### src/rtl/spim_pkg.sv
package spim_pkg;
  localparam logic [7:0] OFS_CTRL0   = 8'h00;
  localparam logic [7:0] OFS_CTRL1   = 8'h04;
  localparam logic [7:0] OFS_ENABLE  = 8'h08;
  localparam logic [7:0] OFS_SLVSEL  = 8'h10;
  localparam logic [7:0] OFS_DIVIDER = 8'h14;
  localparam logic [7:0] OFS_TXTH    = 8'h18;
  localparam logic [7:0] OFS_RXTH    = 8'h1C;
  localparam logic [7:0] OFS_TXLVL   = 8'h20;
  localparam logic [7:0] OFS_RXLVL   = 8'h24;
  localparam logic [7:0] OFS_STATUS  = 8'h28;
  localparam logic [7:0] OFS_DATA    = 8'h60;
  localparam logic [7:0] OFS_SMPDLY  = 8'hFC;

  localparam int ST_BUSY      = 0;
  localparam int ST_TX_NFULL  = 1;
  localparam int ST_TX_EMPTY  = 2;
  localparam int ST_RX_NEMPTY = 3;
  localparam int ST_RX_FULL   = 4;
  localparam int ST_W         = 5;

  localparam int CTRL0_W = 12;
  localparam int FRAME_W = 16;

  // A threshold is kept only when it names a level the FIFO can reach below full.
  function automatic logic thresh_fits(input logic [31:0] v, input int unsigned depth);
    return v < depth;
  endfunction

  function automatic logic [7:0] word_addr(input logic [7:0] a);
    return {a[7:2], 2'b00};
  endfunction
endpackage

### src/rtl/spim_fifo.sv
module spim_fifo #(
  parameter int DEPTH = 8,
  parameter int WIDTH = 16
) (
  input  logic                         clk,
  input  logic                         rst_n,
  input  logic                         clr,
  input  logic                         push,
  input  logic [WIDTH-1:0]             wdata,
  input  logic                         pop,
  output logic [WIDTH-1:0]             head,
  output logic [$clog2(DEPTH+1)-1:0]   count,
  output logic                         full,
  output logic                         empty
);
  localparam int PTR_W = $clog2(DEPTH);
  localparam int LVL_W = $clog2(DEPTH + 1);

  function automatic logic [PTR_W-1:0] bump(input logic [PTR_W-1:0] p);
    return (p == PTR_W'(DEPTH - 1)) ? '0 : p + 1'b1;
  endfunction

  logic [WIDTH-1:0] mem [DEPTH];
  logic [PTR_W-1:0] wp, rp;
  logic             push_ok, pop_ok;

  assign full    = (count == LVL_W'(DEPTH));
  assign empty   = (count == '0);
  assign push_ok = push & ~full;
  assign pop_ok  = pop & ~empty;
  assign head    = mem[rp];

  always_ff @(posedge clk or negedge rst_n) begin
    if (!rst_n) begin
      wp    <= '0;
      rp    <= '0;
      count <= '0;
    end else if (clr) begin
      wp    <= '0;
      rp    <= '0;
      count <= '0;
    end else begin
      if (push_ok) wp <= bump(wp);
      if (pop_ok)  rp <= bump(rp);
      count <= count + LVL_W'(push_ok) - LVL_W'(pop_ok);
    end
  end

  always_ff @(posedge clk) begin
    if (push_ok && !clr) mem[wp] <= wdata;
  end
endmodule

### src/rtl/spim_cfg_bank.sv
module spim_cfg_bank
  import spim_pkg::*;
#(
  parameter int DEPTH  = 8,
  parameter int NUM_SS = 4
) (
  input  logic                       clk,
  input  logic                       rst_n,
  input  logic                       wr_stb,
  input  logic [7:0]                 addr,
  input  logic [31:0]                wdata,
  output logic                       en,
  output logic [CTRL0_W-1:0]         ctrl0,
  output logic [15:0]                ctrl1,
  output logic [NUM_SS-1:0]          slv,
  output logic [15:0]                div,
  output logic [$clog2(DEPTH)-1:0]   txth,
  output logic [$clog2(DEPTH)-1:0]   rxth,
  output logic [7:0]                 dly,
  output logic                       flush_ev,
  output logic                       locked_wr_ev
);
  localparam int TH_W = $clog2(DEPTH);

  logic hit_ctrl0, hit_ctrl1, hit_en, hit_slv, hit_div, hit_txth, hit_rxth, hit_dly;
  logic grp_hit, grp_open;

  assign hit_ctrl0 = wr_stb && addr == OFS_CTRL0;
  assign hit_ctrl1 = wr_stb && addr == OFS_CTRL1;
  assign hit_en    = wr_stb && addr == OFS_ENABLE;
  assign hit_slv   = wr_stb && addr == OFS_SLVSEL;
  assign hit_div   = wr_stb && addr == OFS_DIVIDER;
  assign hit_txth  = wr_stb && addr == OFS_TXTH;
  assign hit_rxth  = wr_stb && addr == OFS_RXTH;
  assign hit_dly   = wr_stb && addr == OFS_SMPDLY;

  assign grp_hit      = hit_ctrl0 | hit_ctrl1 | hit_slv | hit_div;
  assign grp_open     = ~en;
  assign locked_wr_ev = grp_hit & en;
  assign flush_ev     = hit_en & en & ~wdata[0];

  always_ff @(posedge clk or negedge rst_n) begin
    if (!rst_n) begin
      en    <= 1'b0;
      ctrl0 <= '0;
      ctrl1 <= '0;
      slv   <= '0;
      div   <= '0;
      txth  <= '0;
      rxth  <= '0;
      dly   <= '0;
    end else begin
      if (hit_en) en <= wdata[0];
      if (grp_open) begin
        if (hit_ctrl0) ctrl0 <= wdata[CTRL0_W-1:0];
        if (hit_ctrl1) ctrl1 <= wdata[15:0];
        if (hit_slv)   slv   <= wdata[NUM_SS-1:0];
        if (hit_div)   div   <= wdata[15:0];
      end
      if (hit_txth && thresh_fits(wdata, DEPTH)) txth <= wdata[TH_W-1:0];
      if (hit_rxth && thresh_fits(wdata, DEPTH)) rxth <= wdata[TH_W-1:0];
      if (hit_dly) dly <= wdata[7:0];
    end
  end
endmodule

### src/rtl/spim_regif.sv
module spim_regif
  import spim_pkg::*;
#(
  parameter int DEPTH  = 8,
  parameter int NUM_SS = 4
) (
  input  logic                         clk,
  input  logic                         rst_n,
  input  logic                         bus_sel,
  input  logic                         bus_wr,
  input  logic [7:0]                   bus_addr,
  input  logic [31:0]                  bus_wdata,
  output logic [31:0]                  bus_rdata,
  output logic                         tx_ovf_pulse,
  output logic                         rx_unf_pulse,
  input  logic                         eng_tx_pop,
  output logic [15:0]                  eng_tx_data,
  output logic                         eng_tx_empty,
  input  logic                         eng_rx_push,
  input  logic [15:0]                  eng_rx_data,
  input  logic                         eng_busy,
  output logic                         cfg_enable,
  output logic [11:0]                  cfg_ctrl0,
  output logic [15:0]                  cfg_ctrl1,
  output logic [NUM_SS-1:0]            cfg_slv_sel,
  output logic [15:0]                  cfg_divider,
  output logic [$clog2(DEPTH)-1:0]     cfg_tx_thresh,
  output logic [$clog2(DEPTH)-1:0]     cfg_rx_thresh,
  output logic [7:0]                   cfg_sample_dly,
  output logic [$clog2(DEPTH+1)-1:0]   tx_level,
  output logic [$clog2(DEPTH+1)-1:0]   rx_level
);
  logic [7:0]       waddr;
  logic             wr_stb, rd_stb;
  logic             data_wr_ev, data_rd_ev;
  logic             flush_ev, locked_wr_ev;
  logic             tx_full, tx_empty, rx_full, rx_empty;
  logic [15:0]      rx_head;
  logic [ST_W-1:0]  status;

  assign waddr      = word_addr(bus_addr);
  assign wr_stb     = bus_sel & bus_wr;
  assign rd_stb     = bus_sel & ~bus_wr;
  assign data_wr_ev = wr_stb && waddr == OFS_DATA;
  assign data_rd_ev = rd_stb && waddr == OFS_DATA;

  assign tx_ovf_pulse = data_wr_ev & tx_full;
  assign rx_unf_pulse = data_rd_ev & rx_empty;
  assign eng_tx_empty = tx_empty;

  spim_cfg_bank #(.DEPTH(DEPTH), .NUM_SS(NUM_SS)) u_cfg (
    .clk          (clk),
    .rst_n        (rst_n),
    .wr_stb       (wr_stb),
    .addr         (waddr),
    .wdata        (bus_wdata),
    .en           (cfg_enable),
    .ctrl0        (cfg_ctrl0),
    .ctrl1        (cfg_ctrl1),
    .slv          (cfg_slv_sel),
    .div          (cfg_divider),
    .txth         (cfg_tx_thresh),
    .rxth         (cfg_rx_thresh),
    .dly          (cfg_sample_dly),
    .flush_ev     (flush_ev),
    .locked_wr_ev (locked_wr_ev)
  );

  spim_fifo #(.DEPTH(DEPTH), .WIDTH(FRAME_W)) u_txq (
    .clk   (clk),
    .rst_n (rst_n),
    .clr   (flush_ev),
    .push  (data_wr_ev),
    .wdata (bus_wdata[FRAME_W-1:0]),
    .pop   (eng_tx_pop),
    .head  (eng_tx_data),
    .count (tx_level),
    .full  (tx_full),
    .empty (tx_empty)
  );

  spim_fifo #(.DEPTH(DEPTH), .WIDTH(FRAME_W)) u_rxq (
    .clk   (clk),
    .rst_n (rst_n),
    .clr   (flush_ev),
    .push  (eng_rx_push),
    .wdata (eng_rx_data),
    .pop   (data_rd_ev),
    .head  (rx_head),
    .count (rx_level),
    .full  (rx_full),
    .empty (rx_empty)
  );

  always_comb begin
    status               = '0;
    status[ST_BUSY]      = eng_busy;
    status[ST_TX_NFULL]  = ~tx_full;
    status[ST_TX_EMPTY]  = tx_empty;
    status[ST_RX_NEMPTY] = ~rx_empty;
    status[ST_RX_FULL]   = rx_full;
  end

  always_comb begin
    case (waddr)
      OFS_CTRL0:   bus_rdata = 32'(cfg_ctrl0);
      OFS_CTRL1:   bus_rdata = 32'(cfg_ctrl1);
      OFS_ENABLE:  bus_rdata = 32'(cfg_enable);
      OFS_SLVSEL:  bus_rdata = 32'(cfg_slv_sel);
      OFS_DIVIDER: bus_rdata = 32'(cfg_divider);
      OFS_TXTH:    bus_rdata = 32'(cfg_tx_thresh);
      OFS_RXTH:    bus_rdata = 32'(cfg_rx_thresh);
      OFS_TXLVL:   bus_rdata = 32'(tx_level);
      OFS_RXLVL:   bus_rdata = 32'(rx_level);
      OFS_STATUS:  bus_rdata = 32'(status);
      OFS_DATA:    bus_rdata = rx_empty ? 32'd0 : 32'(rx_head);
      OFS_SMPDLY:  bus_rdata = 32'(cfg_sample_dly);
      default:     bus_rdata = 32'd0;
    endcase
  end
endmodule

### config.mk
export PLATFORM = sky130hd
export DESIGN_NAME = spim_regif
export DESIGN_NICKNAME = d
export VERILOG_FILES = /design/src/rtl/spim_pkg.sv /design/src/rtl/spim_fifo.sv /design/src/rtl/spim_cfg_bank.sv /design/src/rtl/spim_regif.sv
export SDC_FILE = /design/constraint.sdc
export NUM_CORES = 1
export LEC_CHECK = 0
export BUFFER_PORTS_ARGS = -buffer_cell sky130_fd_sc_hd__buf_2
export CAP_MARGIN = 10
export CORE_MARGIN = 1.5
export CORE_UTILIZATION = 23
export DETAILED_ROUTE_END_ITERATION = 16
export GPL_TIMING_DRIVEN = 0
export MAX_ROUTING_LAYER = met4
export PLACE_DENSITY = 0.37
export SETUP_SLACK_MARGIN = 0.5
export SLEW_MARGIN = 20
export SYNTH_ARGS = -nofsm -noshare
export SYNTH_HDL_FRONTEND = slang
export SYNTH_HIERARCHICAL = 1
export SYNTH_SLANG_ARGS = --single-unit
### constraint.sdc
create_clock -name clk -period 9.1 [get_ports clk]
set_input_delay 2.275 -clock clk [delete_from_list [all_inputs] [get_ports clk]]
set_output_delay 2.275 -clock clk [all_outputs]
set_load 0.005 [all_outputs]
==> results.txt <==
----------------------------------------------------
[Status]
  Outcome ... finished clean

[Global route]
  Tot GR Track Use ... 13.74%
  Largest net degree at the start of global routing ... 54
  Antenna violations before repair ... 5
  Number of global-route vias before repair ... 8703
  First-pass GRT wire length ... 63.26 mm
  Aggregate global routing overflow ... 0

[Setup path]
  Critical path required time ... 6830 ps
  Peak per-stage delay on the critical path ... 510 ps
  Critical setup path kind ... in -> out
  R2R Path Start ... u_rxq/count[2]
  Number of cells traversed by the worst register-to-register path ... 11
  Cell repeated most along the worst path ... sky130_fd_sc_hd__buf_2
  CP endpoint kind ... output pin
  Chain of cells forming the critical path ... buf_2 -> buf_2 -> or4_4 -> nor3_4 -> a32oi_1 -> nand3_1 -> buf_2
  Instance count on the critical path ... 7
  Worst reg2reg setup slack ... 6330 ps
  Critical Path Fanout Max ... 10
  Worst R2R End ... u_rxq/count[1]
  Worst path arrival time ... 4200 ps
  Critical path's top delay family ... simple AND/OR/NAND/NOR gates
  CP max stage cell ... sky130_fd_sc_hd__or4_4
  Number of buffer and inverter stages on the critical path ... 3
  Setup crit start kind ... input pin

[Timing]
  Setup repair after global routing missed its margin ... no
  Final Critical Period ... 6474 ps
  Relative slew margins ... 34.43%
  Slew at the pin closest to its max-slew limit ... 980.0 ps
  Final setup skew ... 15.24 ps
  Setup violators final ... 0
  Final-layout setup total negative slack ... 0 ps
  Count of final max-slew check failures ... 0
  Final period util ... 71.14%
  Hold violation total from the final report ... 0
  Maximum achievable frequency ... 154.5 MHz

[Placed design]
  Placer congestion estimate ... 0.7582
  HPWL reported at the end of detailed placement ... 31.46 mm
  Count of port buffers added during placement ... 166

[Floorplan]
  IO Pins ... 185
  Core region area ... 63200 um^2
  Full die area ... 65530 um^2
  Die X-Extent ... 256.0 um
  Number of placement rows ... 92
  Starting density of the core ... 23.30%
  Vertical die dimension ... 256.0 um

[Layout]
  Leading cell type in the layout, fill and taps excluded ... sky130_fd_sc_hd__edfxtp_1
  Synth-to-Final Area Change ... 23.78%
  Multi-input gate area in the final layout ... 4698 um^2
  Top library cells by usage in the layout, fill and taps aside ... 256 x sky130_fd_sc_hd__edfxtp_1, 173 x sky130_fd_sc_hd__buf_2, 90 x sky130_fd_sc_hd__mux2_2, 83 x sky130_fd_sc_hd__dfrtp_1, 47 x sky130_fd_sc_hd__mux4_1
  Share of post-route cells with drive strength above 1 ... 40.20%
  Fillers ... 6303
  Final Core Density ... 28.84%
  Area taken by flip-flops and latches ... 9764 um^2
  Number of nets in the layout ... 1136

[Pwr]
  Clk network pwr share ... 36.7%
  Internal ... 3.105 mW
  LEAKAGE ... 7.018 nW
  Power share of the combinational group ... 19.9%
  Sequential Power Share ... 43.4%
  Maximum ir drop on the vdd rail ... 104.9 uV
  Switching Power ... 1.173 mW
  Power density normalized to cell area ... 234.7 nW/um^2
  Switching power share of the total ... 27.42%

[Clocking]
  Cts-stage hold buffer count ... 0
  H-tree depth reported by CTS ... 2
  Number of buffers added for setup after CTS ... 0
  Clock insertion delay at the later pin of the skew report ... 570 ps
  Number of gates resized after cts ... 0
  Maximum clock insertion buffer count ... 3
  CTS clk-pin slew, worst paths ... 60 ps
  Clock sink total ... 339
  TritonCTS Buffers ... 41
  CTS tree ... built
  Clock tree root buffer cell ... sky130_fd_sc_hd__clkbuf_16

[Yosys]
  Yosys synthesis warning count ... 6
  Post-synthesis instance area ... 14720 um^2
  Syn avg cell area ... 18.17 um^2
  Syn Inst Count ... 810

[Routing]
  TritonRoute pass-1 iters ... 4
  Routed length on met1 ... 18.48 mm
  Wirelength, routed ... 43.97 mm
  Wire length per cell ... 22.74 um
  Violation count after the first detailed-routing iteration ... 381
  Amount of wire on met2 after detailed routing ... 22.06 mm
  Total number of vias ... 8320
  Residual DRC count ... 0
  Top layer used by detailed routing ... met4
  Residual antenna-violating net count after detailed routing ... 0
  Via density per instance ... 4.304
  Routed wire length on met3 ... 2.519 mm

[Job]
  Max-capacitance violation count ... 0

[Min path]
  Worst min-delay path class ... reg -> reg
  Worst hold path startpoint ... u_cfg/dly[1]
  Terminating pin of the worst hold path ... u_cfg/dly[1]
  Hold path depth ... 1

----------------------------------------------------
[metal layers]
layer / up-vias / GRT usage (%)
met1: 4342 / 16.28
met4: 0 / 3.698
met2: 184 / 23.19
li1: 3737 / -
met3: 57 / 3.417
met5: - / -
[cell type report]
class                   count  share of cell area, %
diodes                      5                0.06866
plain buffers              50                  1.991
clock buffers              52                  5.974
clock inverters            22                  1.057
inverters                  18                 0.3708
multi-input cells         422                  25.78
flip-flops and latches    339                  53.58
well taps                 846                  5.809
repair buffers            179                  5.363
[worst max-delay path by stage]
stage	from	to	slack (ps)
floorplan	bus_addr[2]	bus_rdata[11]	3390
global placement	bus_addr[2]	u_txq/mem[0][9]	1880
detailed placement	bus_addr[3]	bus_rdata[4]	2520
CTS	bus_addr[3]	bus_rdata[4]	2510
global route	bus_addr[3]	bus_rdata[4]	2520
finish	bus_addr[3]	bus_rdata[4]	2630
[flip-flops by register name, indices dropped and copies added, names as in the netlist, 4 cells and up]
signal / count
u_cfg/dly: 8
u_rxq/count: 4
u_cfg/ctrl1: 16
u_txq/count: 4
u_txq/mem: 128
u_rxq/mem: 128
u_cfg/div: 16
u_cfg/ctrl0: 12
u_cfg/slv: 4
[power groups by stage]
stage | Combinational (mW) | Clock (mW) | Sequential (mW)
finish | 0.852 | 1.57 | 1.86
global route | 0.945 | 1.68 | 1.87
CTS | 0.887 | 1.63 | 1.86
detailed placement | 0.883 | 0 | 1.89
global placement | 0.860 | 0 | 1.89
floorplan | 0.531 | 0 | 1.87
[metrics by stage]
stage,power [mW],setup WS (ps),cell area (um^2),instances,hold WS (ps)
finish,4.278,2626,18220,1933,532.1
global route,4.498,2523,18220,1931,554.2
CTS,4.374,2510,18210,1928,532.6
detailed placement,2.773,2523,16930,1854,519.5
global placement,2.752,1882,16680,1841,520.8
floorplan,2.399,3393,14790,829,518.3
Note: power is estimated with default switching activity, not from simulation.
